===== src/rtl/i2c_lowclk_pkg.sv =====
package i2c_lowclk_pkg;
    typedef enum logic [1:0] {
        ST_IDLE     = 2'd0,
        ST_COUNT    = 2'd1,
        ST_WAIT_REL = 2'd2,
        ST_DONE     = 2'd3
    } lowclk_state_e;
endpackage


===== src/rtl/lowclk_counter.sv =====
module lowclk_counter #(
    parameter int VAL_W  = 8,
    parameter int FRAC_W = 4,
    localparam int CNT_W = VAL_W + FRAC_W
) (
    input  logic             clk,
    input  logic             rst_n,
    input  logic             load,
    input  logic [VAL_W-1:0] load_val,
    input  logic             dec,
    output logic [CNT_W-1:0] cnt,
    output logic             last_step
);
    assign last_step = dec && (cnt == CNT_W'(1));

    always_ff @(posedge clk or negedge rst_n) begin
        if (!rst_n) begin
            cnt <= '0;
        end else if (load) begin
            cnt <= {load_val, {FRAC_W{1'b0}}};
        end else if (dec && cnt != '0) begin
            cnt <= cnt - CNT_W'(1);
        end
    end

    assert_no_wrap_R2: assert property (@(posedge clk) disable iff (!rst_n)
        (!load && $past(cnt) == '0) |-> cnt == '0 || $past(load));
endmodule


===== src/rtl/lowclk_flags.sv =====
module lowclk_flags (
    input  logic clk,
    input  logic rst_n,
    input  logic set_to,
    input  logic irq_clr,
    input  logic stat_clr,
    output logic irq_raw,
    output logic clkto_stat
);
    always_ff @(posedge clk or negedge rst_n) begin
        if (!rst_n) begin
            irq_raw    <= 1'b0;
            clkto_stat <= 1'b0;
        end else begin
            if (set_to)       irq_raw <= 1'b1;
            else if (irq_clr) irq_raw <= 1'b0;
            if (set_to)        clkto_stat <= 1'b1;
            else if (stat_clr) clkto_stat <= 1'b0;
        end
    end

    assert_clear_collision_R9: assert property (@(posedge clk) disable iff (!rst_n)
        (set_to && irq_clr) |=> irq_raw);
    assert_stat_only_stop_R8: assert property (@(posedge clk) disable iff (!rst_n)
        $fell(clkto_stat) |-> $past(stat_clr));
endmodule


===== src/rtl/i2c_lowclk_watchdog.sv =====
module i2c_lowclk_watchdog
    import i2c_lowclk_pkg::*;
#(
    parameter int VAL_W  = 8,
    parameter int FRAC_W = 4,
    parameter int MIN_LEGAL = 2,
    localparam int CNT_W = VAL_W + FRAC_W
) (
    input  logic             clk,
    input  logic             rst_n,
    input  logic             bitclk_fall,
    input  logic             start_det,
    input  logic             stop_sent,
    input  logic             scl_in,
    input  logic             sda_in,
    input  logic [VAL_W-1:0] limit_val,
    input  logic             irq_clr,
    output logic             irq_raw,
    output logic             clkto_stat,
    output logic             stop_req
);
    lowclk_state_e state, state_nx;
    logic [CNT_W-1:0] cnt;
    logic legal, arm, dec, last_step, expire, released;

    assign legal    = (limit_val >= VAL_W'(MIN_LEGAL));
    assign arm      = start_det && legal;
    assign dec      = (state == ST_COUNT) && bitclk_fall && !start_det && !stop_sent;
    assign expire   = last_step;
    assign released = scl_in && sda_in;

    lowclk_counter #(.VAL_W(VAL_W), .FRAC_W(FRAC_W)) u_cnt (
        .clk(clk), .rst_n(rst_n), .load(arm), .load_val(limit_val),
        .dec(dec), .cnt(cnt), .last_step(last_step)
    );

    lowclk_flags u_flags (
        .clk(clk), .rst_n(rst_n), .set_to(expire), .irq_clr(irq_clr),
        .stat_clr(stop_sent && !start_det), .irq_raw(irq_raw), .clkto_stat(clkto_stat)
    );

    always_comb begin
        state_nx = state;
        if (start_det) begin
            state_nx = legal ? ST_COUNT : ST_IDLE;
        end else if (stop_sent) begin
            state_nx = ST_IDLE;
        end else begin
            unique case (state)
                ST_IDLE:     state_nx = ST_IDLE;
                ST_COUNT:    if (expire)   state_nx = ST_WAIT_REL;
                ST_WAIT_REL: if (released) state_nx = ST_DONE;
                ST_DONE:     state_nx = ST_DONE;
            endcase
        end
    end

    always_ff @(posedge clk or negedge rst_n) begin
        if (!rst_n) state <= ST_IDLE;
        else        state <= state_nx;
    end

    always_ff @(posedge clk or negedge rst_n) begin
        if (!rst_n) stop_req <= 1'b0;
        else        stop_req <= (state == ST_WAIT_REL) && released && !start_det && !stop_sent;
    end

    assert_req_pulse_R7: assert property (@(posedge clk) disable iff (!rst_n)
        stop_req |=> !stop_req);
    assert_req_released_R6: assert property (@(posedge clk) disable iff (!rst_n)
        stop_req |-> $past(scl_in && sda_in));
    assert_idle_hold_R10: assert property (@(posedge clk) disable iff (!rst_n)
        (state == ST_IDLE && !start_det) |=> $stable(cnt));
    assert_flags_together_R5: assert property (@(posedge clk) disable iff (!rst_n)
        $rose(clkto_stat) |-> irq_raw);
    assert_illegal_no_arm_R4: assert property (@(posedge clk) disable iff (!rst_n)
        (start_det && !legal) |=> state == ST_IDLE);
endmodule


===== config.mk =====
export PLATFORM = sky130hd
export DESIGN_NAME = i2c_lowclk_watchdog
export DESIGN_NICKNAME = d
export VERILOG_FILES = /design/src/rtl/i2c_lowclk_pkg.sv /design/src/rtl/lowclk_counter.sv /design/src/rtl/lowclk_flags.sv /design/src/rtl/i2c_lowclk_watchdog.sv
export SDC_FILE = /design/constraint.sdc
export NUM_CORES = 1
export LEC_CHECK = 0
export BUFFER_PORTS_ARGS = -buffer_cell sky130_fd_sc_hd__buf_2
export CELL_PAD_IN_SITES_DETAIL_PLACEMENT = 1
export CELL_PAD_IN_SITES_GLOBAL_PLACEMENT = 2
export CORE_ASPECT_RATIO = 0.75
export CORE_MARGIN = 3
export CORE_UTILIZATION = 29
export DETAILED_ROUTE_END_ITERATION = 7
export PLACE_DENSITY = 0.83
export SYNTH_ARGS = -nofsm -noshare
export SYNTH_HDL_FRONTEND = slang
export SYNTH_SLANG_ARGS = --single-unit

===== constraint.sdc =====
create_clock -name clk -period 2 [get_ports clk]
set_input_delay 0.4 -clock clk [delete_from_list [all_inputs] [get_ports clk]]
set_output_delay 0.4 -clock clk [all_outputs]
set_load 0.01 [all_outputs]

Word level (Yosys, flattened, before mapping)
Cells that the tools add are included.
- bits of input ports: 16
- output and inout port bits: 3
- register bits after elaboration: 17
- muxes and demuxes: 12
- equal/unequal tests: 6
- $add $sub $neg: 1
- reduce and logical (&&, ||, !) cells: 19
- magnitude comparators: 1
- operators with widths (cell ; number):
    12-bit 2-to-1 mux ; 2
    12-bit by 1-bit equality test with 1-bit output (second input constant) ; 1
    12-bit nonzero test ; 1
    12-bit by 1-bit subtractor with 12-bit output (second input constant) ; 1
    1-bit logical AND ; 11
    8-bit by 2-bit >= comparator with 1-bit output (second input constant) ; 1
    2-bit 2-to-1 mux ; 4
    4-bit inequality test (second input constant) ; 2
    2-bit case mux with 4 select lines ; 1
    2-bit nonzero test ; 3
    1-bit 2-to-1 mux ; 5
    2-bit equality test (second input constant) ; 2
    2-bit by 1-bit equality test with 1-bit output (second input constant) ; 1
    1-bit logical NOT ; 2
    2-bit logical NOT ; 1
    2-bit AND reduction ; 1

Logic depth before layout (Yosys ltp)
- depth after elaboration: 9
- gate-level depth with buffers: 8
- gate-level depth less buffers: 7

Hierarchy
From an unflattened synthesis, not the netlist that was laid out.
- cell total of the unflattened synthesis: 105
- area total of the unflattened synthesis: 1057.3 um^2
- by module, submodules not included (module ; seq. area each (um^2) ; instances ; cells an instance ; area each (um^2)):
    lowclk_counter ; 300.3 ; 1 ; 80 ; 814.5
    i2c_lowclk_watchdog ; 75.1 ; 1 ; 19 ; 170.2
    lowclk_flags ; 50.0 ; 1 ; 6 ; 72.6

Worst setup path before layout
OpenSTA, ideal clock, no wires.
- path type: register to register
- from: register u_cnt.cnt[0]
- to: register u_cnt.cnt[8]
- buffers on the path: 0
- arrival time: 2.111 ns
- stages on the path, launching flop included: 8
- setup slack: -0.229 ns
- setup time: 0.118 ns
- cell sequence: dfrtp_1 inv_1 ha_1 or3b_2 or4_4 nand2_4 mux2_1 a21o_1
- cells in the longest elaborated chain, start to end: 3
- elaborated cells between the ends (all ways): 6
- classes of those cells: add/sub (1); mux (2); reduce/logical (3)
- RTL lines (what ; line ; source):
    start, declared ; lowclk_counter.sv:11 ; output logic [CNT_W-1:0] cnt,
    start signal, assigned ; lowclk_counter.sv:20 ; cnt <= {load_val, {FRAC_W{1'b0}}};
    start signal, assigned ; lowclk_counter.sv:22 ; cnt <= cnt - CNT_W'(1);
    12-bit by 1-bit subtractor with 12-bit output or 12-bit nonzero test (tied branches) ; lowclk_counter.sv:22, lowclk_counter.sv:21 ;
    12-bit 2-to-1 mux or 1-bit logical AND (tied branches) ; lowclk_counter.sv:21 ; end else if (dec && cnt != '0) begin
    12-bit 2-to-1 mux or 2-bit nonzero test (tied branches) ; n/a ;
Parallel ways exist; a longest one is shown, timed or not. The select of a mux whose other input is x is not followed.
A chain may end at the register's enable or synchronous reset.

Worst setup path after layout
- from: register u_cnt.cnt[5]
- to: register u_cnt.cnt[8]
The elaborated chain is that of the path after synthesis.

==> flow_metrics.py <==
metrics = {
    "worst_setup_path": {
        "r2r_slack_ns": -0.13,
        "worst_path_max_delay_cell": "or4_4",
        "crit_path_end_kind": "flip-flop",
        "r2r_cells": 5,
        "critPathKind": "flip-flop to flip-flop",
        "cp_top_family": "simple AND/OR/NAND/NOR gates",
        "crit_top_cell": "or4_4",
        "cp.arrival_ns": 2.28,
        "cp.required_ns": 2.15,
        "crit_chain": "or4_4 > or4_4 > nand2_4 > mux2_4 > a21o_1",
        "critPathBufInv": 0,
        "critPathMaxStageDelay_ns": 0.55,
        "worstReg2RegEnd": "u_cnt.cnt[8]",
        "crit_fanout": 5,
        "cp-start-kind": "flip-flop",
        "timing.rr.start": "u_cnt.cnt[5]",
    },
    "drt": {
        "vias_per_cell": 5.24,
        "dr_wl_met2_um": 1490,
        "num_vias": 1006,
        "route.detailed.drc": 0,
        "wl_um": 3150,
        "firstDrtPassIters": 4,
        "wl_per_cell_um": 16.4,
        "drtIter0Drc": 45,
        "drt.antenna.violating_nets": 0,
        "wl_met1_um": 1470,
        "dr_wl_met3_um": 167,
        "routed.top_layer": "met4",
    },
    "pwr": {
        "p_switching_uw": 247,
        "pwr-share-clk": 0.306,
        "p_comb_frac": 0.248,
        "p_leak_uw": 0.000681,
        "p_per_area_nw_per_um2": 618,
        "p_seq_frac": 0.445,
        "intPower_uw": 621,
        "ir_drop_mv": 0.269,
        "swShare": 0.285,
    },
    "die": {
        "start_util": 0.320,
        "die_h_um": 56.7,
        "chipWidth_um": 73.5,
        "die-area_um2": 4170,
        "row_count": 17,
        "core_area_um2": 3110,
        "boundaryPins": 19,
    },
    "synth": {
        "ys_warn_count": 0,
        "yosys-top-cells-area": "dfrtp_1 (43%), nand2_1 (5.3%), ha_1 (3.8%)",
        "ys_types": 43,
        "ys_ff_latch": 17,
        "synthArstFlopShare": 1.00,
        "ys_seq_area_frac": 0.429,
        "synth.avg_cell_area_um2": 9.36,
        "syn_area_um2": 992,
        "synth_fp_nets": 125,
        "synthCells": 106,
        "synthFlopType": "dfrtp_1",
        "yosysTopAreaCell": "dfrtp_1",
        "synth-edff-count": 0,
        "synth.top_cell.area_share": 0.429,
    },
    "sta": {
        "hold_viol_final": 0,
        "setup_violations": 9,
        "slew_violations": 0,
        "slew_headroom": 0.725,
        "tightest_slew_ns": 0.412,
        "fin_crit_sh": 1.07,
        "max_freq_mhz": 469,
        "period_needed_ns": 2.13,
        "timing.hold.ws_ns": 0.0654,
        "worst_clock_skew_ns": 0.00478,
        "rsz0062_at_grt": "yes",
        "worst_slack_ns": -0.133,
    },
    "finish": {
        "final_area_um2": 1400,
        "postLayoutCoreUtil": 0.452,
        "antenna_cells": 0,
        "area_growth_pct": 41.5,
        "register_area_um2": 425,
        "nNetsFinal": 174,
        "layout-drive-gt1-share": 0.416,
        "nFillCells": 374,
        "multi_input_area_um2": 556,
    },
    "clock_tree": {
        "cts-root-buf": "clkbuf_8",
        "cts.sinks": 17,
        "ctsHoldBuffers": 0,
        "clkTransAtPathRegs_ns": 0.07,
        "clock_path_buffers": 2,
        "clk_latency_ns": 0.26,
        "ctsHtreeMaxLevel": 1,
        "cts_buffers": 3,
        "cts_tree": "done",
    },
    "global_routing": {
        "grt_pass1_vias": 1076,
        "antenna_found_initial": 0,
        "grt_max_degree": 18,
        "grt_overflow": 0,
        "grt.total_usage": 0.161,
        "grt_pass1_wl_um": 5130,
    },
    "status": {
        "status": "finished with violations",
        "violations": "setup timing",
    },
    "hold_path": {
        "hold_path_class": "input pin to async pin",
    },
    "placement": {
        "gp_congestion": 0.806,
        "port_buffers": 18,
        "dp_hpwl_um": 2480,
        "placed_cell_area_um2": 1320,
    },
    "job": {
        "cap_viol_max_count": 0,
    },
}
-- area by class of cell --
cell class              instances  share of cell area
multi-input cells              81               0.396
flip-flops and latches         17               0.303
repair buffers                 48               0.225
well taps                      38              0.0339
clock buffers                   4              0.0321
inverters                       4              0.0107
-- kinds of logic (layout without fill, tap and decap cells) --
logic type / count (synthesis) / in the layout / share of synthesized area
buf+inv: 8 / 56 / 0.0429
xor+xnor: 2 / 2 / 0.0177
simple gates: 51 / 51 / 0.280
compound gates: 23 / 23 / 0.172
flops: 17 / 17 / 0.429
fa+ha+maj: 3 / 3 / 0.0378
mux: 2 / 2 / 0.0214
-- per-stage QoR --
stage               worst slack (ns)  TNS [ns]  std cells  total power [uW]
finish                        -0.133    -0.576        192               868
global route                  -0.157     -1.13        192               916
CTS                           -0.153    -0.792        192               877
detailed placement            -0.195    -0.806        185               600
global placement              -0.142    -0.386        185               588
floorplan                     -0.185    -0.363        106               489
-- cell usage after synthesis, types with 2 or more instances --
library cell,number
a21oi_1,3
and3_1,2
clkbuf_1,2
dfrtp_1,17
ha_1,3
inv_1,4
nand2_1,14
nand3_1,6
nor2_1,8
nor3_1,3
o211ai_1,2
o21ai_0,4
o311ai_0,2
o311ai_1,2
or3_1,4
or4_1,2
or4_4,2
-- layer usage --
metal / vias up / global-route usage
met2: 24 / 0.260
met3: 4 / 0.0376
met1: 488 / 0.218
met4: 0 / 0.0310
met5: - / 0
li1: 490 / -
-- worst register-to-register path: stages (launching register included) --
cell,delay (ns)
dfrtp_1,0.38
or4_4,0.54
or4_4,0.55
nand2_4,0.11
mux2_4,0.30
a21o_1,0.15
-- flip-flops by register name, summed over array words and instances, names as in the netlist --
name,count
stop_req,1
u_flags.clkto_stat,1
state,2
u_flags.irq_raw,1
u_cnt.cnt,12
-- power groups by stage --
stage	clock network [uW]	logic, uW	registers, uW
global placement	0	198	391
finish	266	216	387
global route	287	239	389
CTS	277	214	386
floorplan	0	95.6	393
detailed placement	0	208	393
-- what timing repair did --
| action | in CTS | in global routing |
|---|---|---|
| gates resized for setup | 4 | 4 |
| endpoints found under the setup margin | 9 | 12 |
| pin swaps | 3 | 5 |
| buffers inserted | 3 | 1 |
-- cell usage in the layout (no fill, tap or decap), types with 2 or more instances in the layout --
| cell | netlist | layout |
|---|---|---|
| dfrtp_1 | 17 | 17 |
| buf_2 | 1 | 18 |
| o211ai_1 | 2 | 2 |
| and3_1 | 2 | 2 |
| a21oi_1 | 3 | 2 |
| o311ai_1 | 2 | 3 |
| inv_1 | 4 | 2 |
| nor2_1 | 8 | 8 |
| buf_4 | 0 | 30 |
| clkbuf_8 | 0 | 3 |
| inv_2 | 0 | 2 |
| nand2_1 | 14 | 13 |
| nand3_1 | 6 | 6 |
| nor3_1 | 3 | 3 |
| o21ai_0 | 4 | 2 |
| o21ai_1 | 0 | 2 |
| ha_1 | 3 | 2 |
| or3_1 | 4 | 4 |
| or4_4 | 2 | 3 |
| nand2_4 | 1 | 2 |
-- worst max-delay path by stage --
| stage | cells after the start | endpoint | startpoint |
|---|---|---|---|
| final | 5 | u_cnt.cnt[8] | u_cnt.cnt[5] |
| after global routing | 6 | u_cnt.cnt[2] | u_cnt.cnt[5] |
| after CTS | 5 | u_cnt.cnt[8] | u_cnt.cnt[7] |
| after detailed placement | 7 | u_cnt.cnt[8] | u_cnt.cnt[0] |
| after global placement | 7 | u_cnt.cnt[8] | u_cnt.cnt[1] |
| after floorplan | 7 | u_cnt.cnt[8] | u_cnt.cnt[0] |
Note: power is estimated with default switching activity, not from simulation.
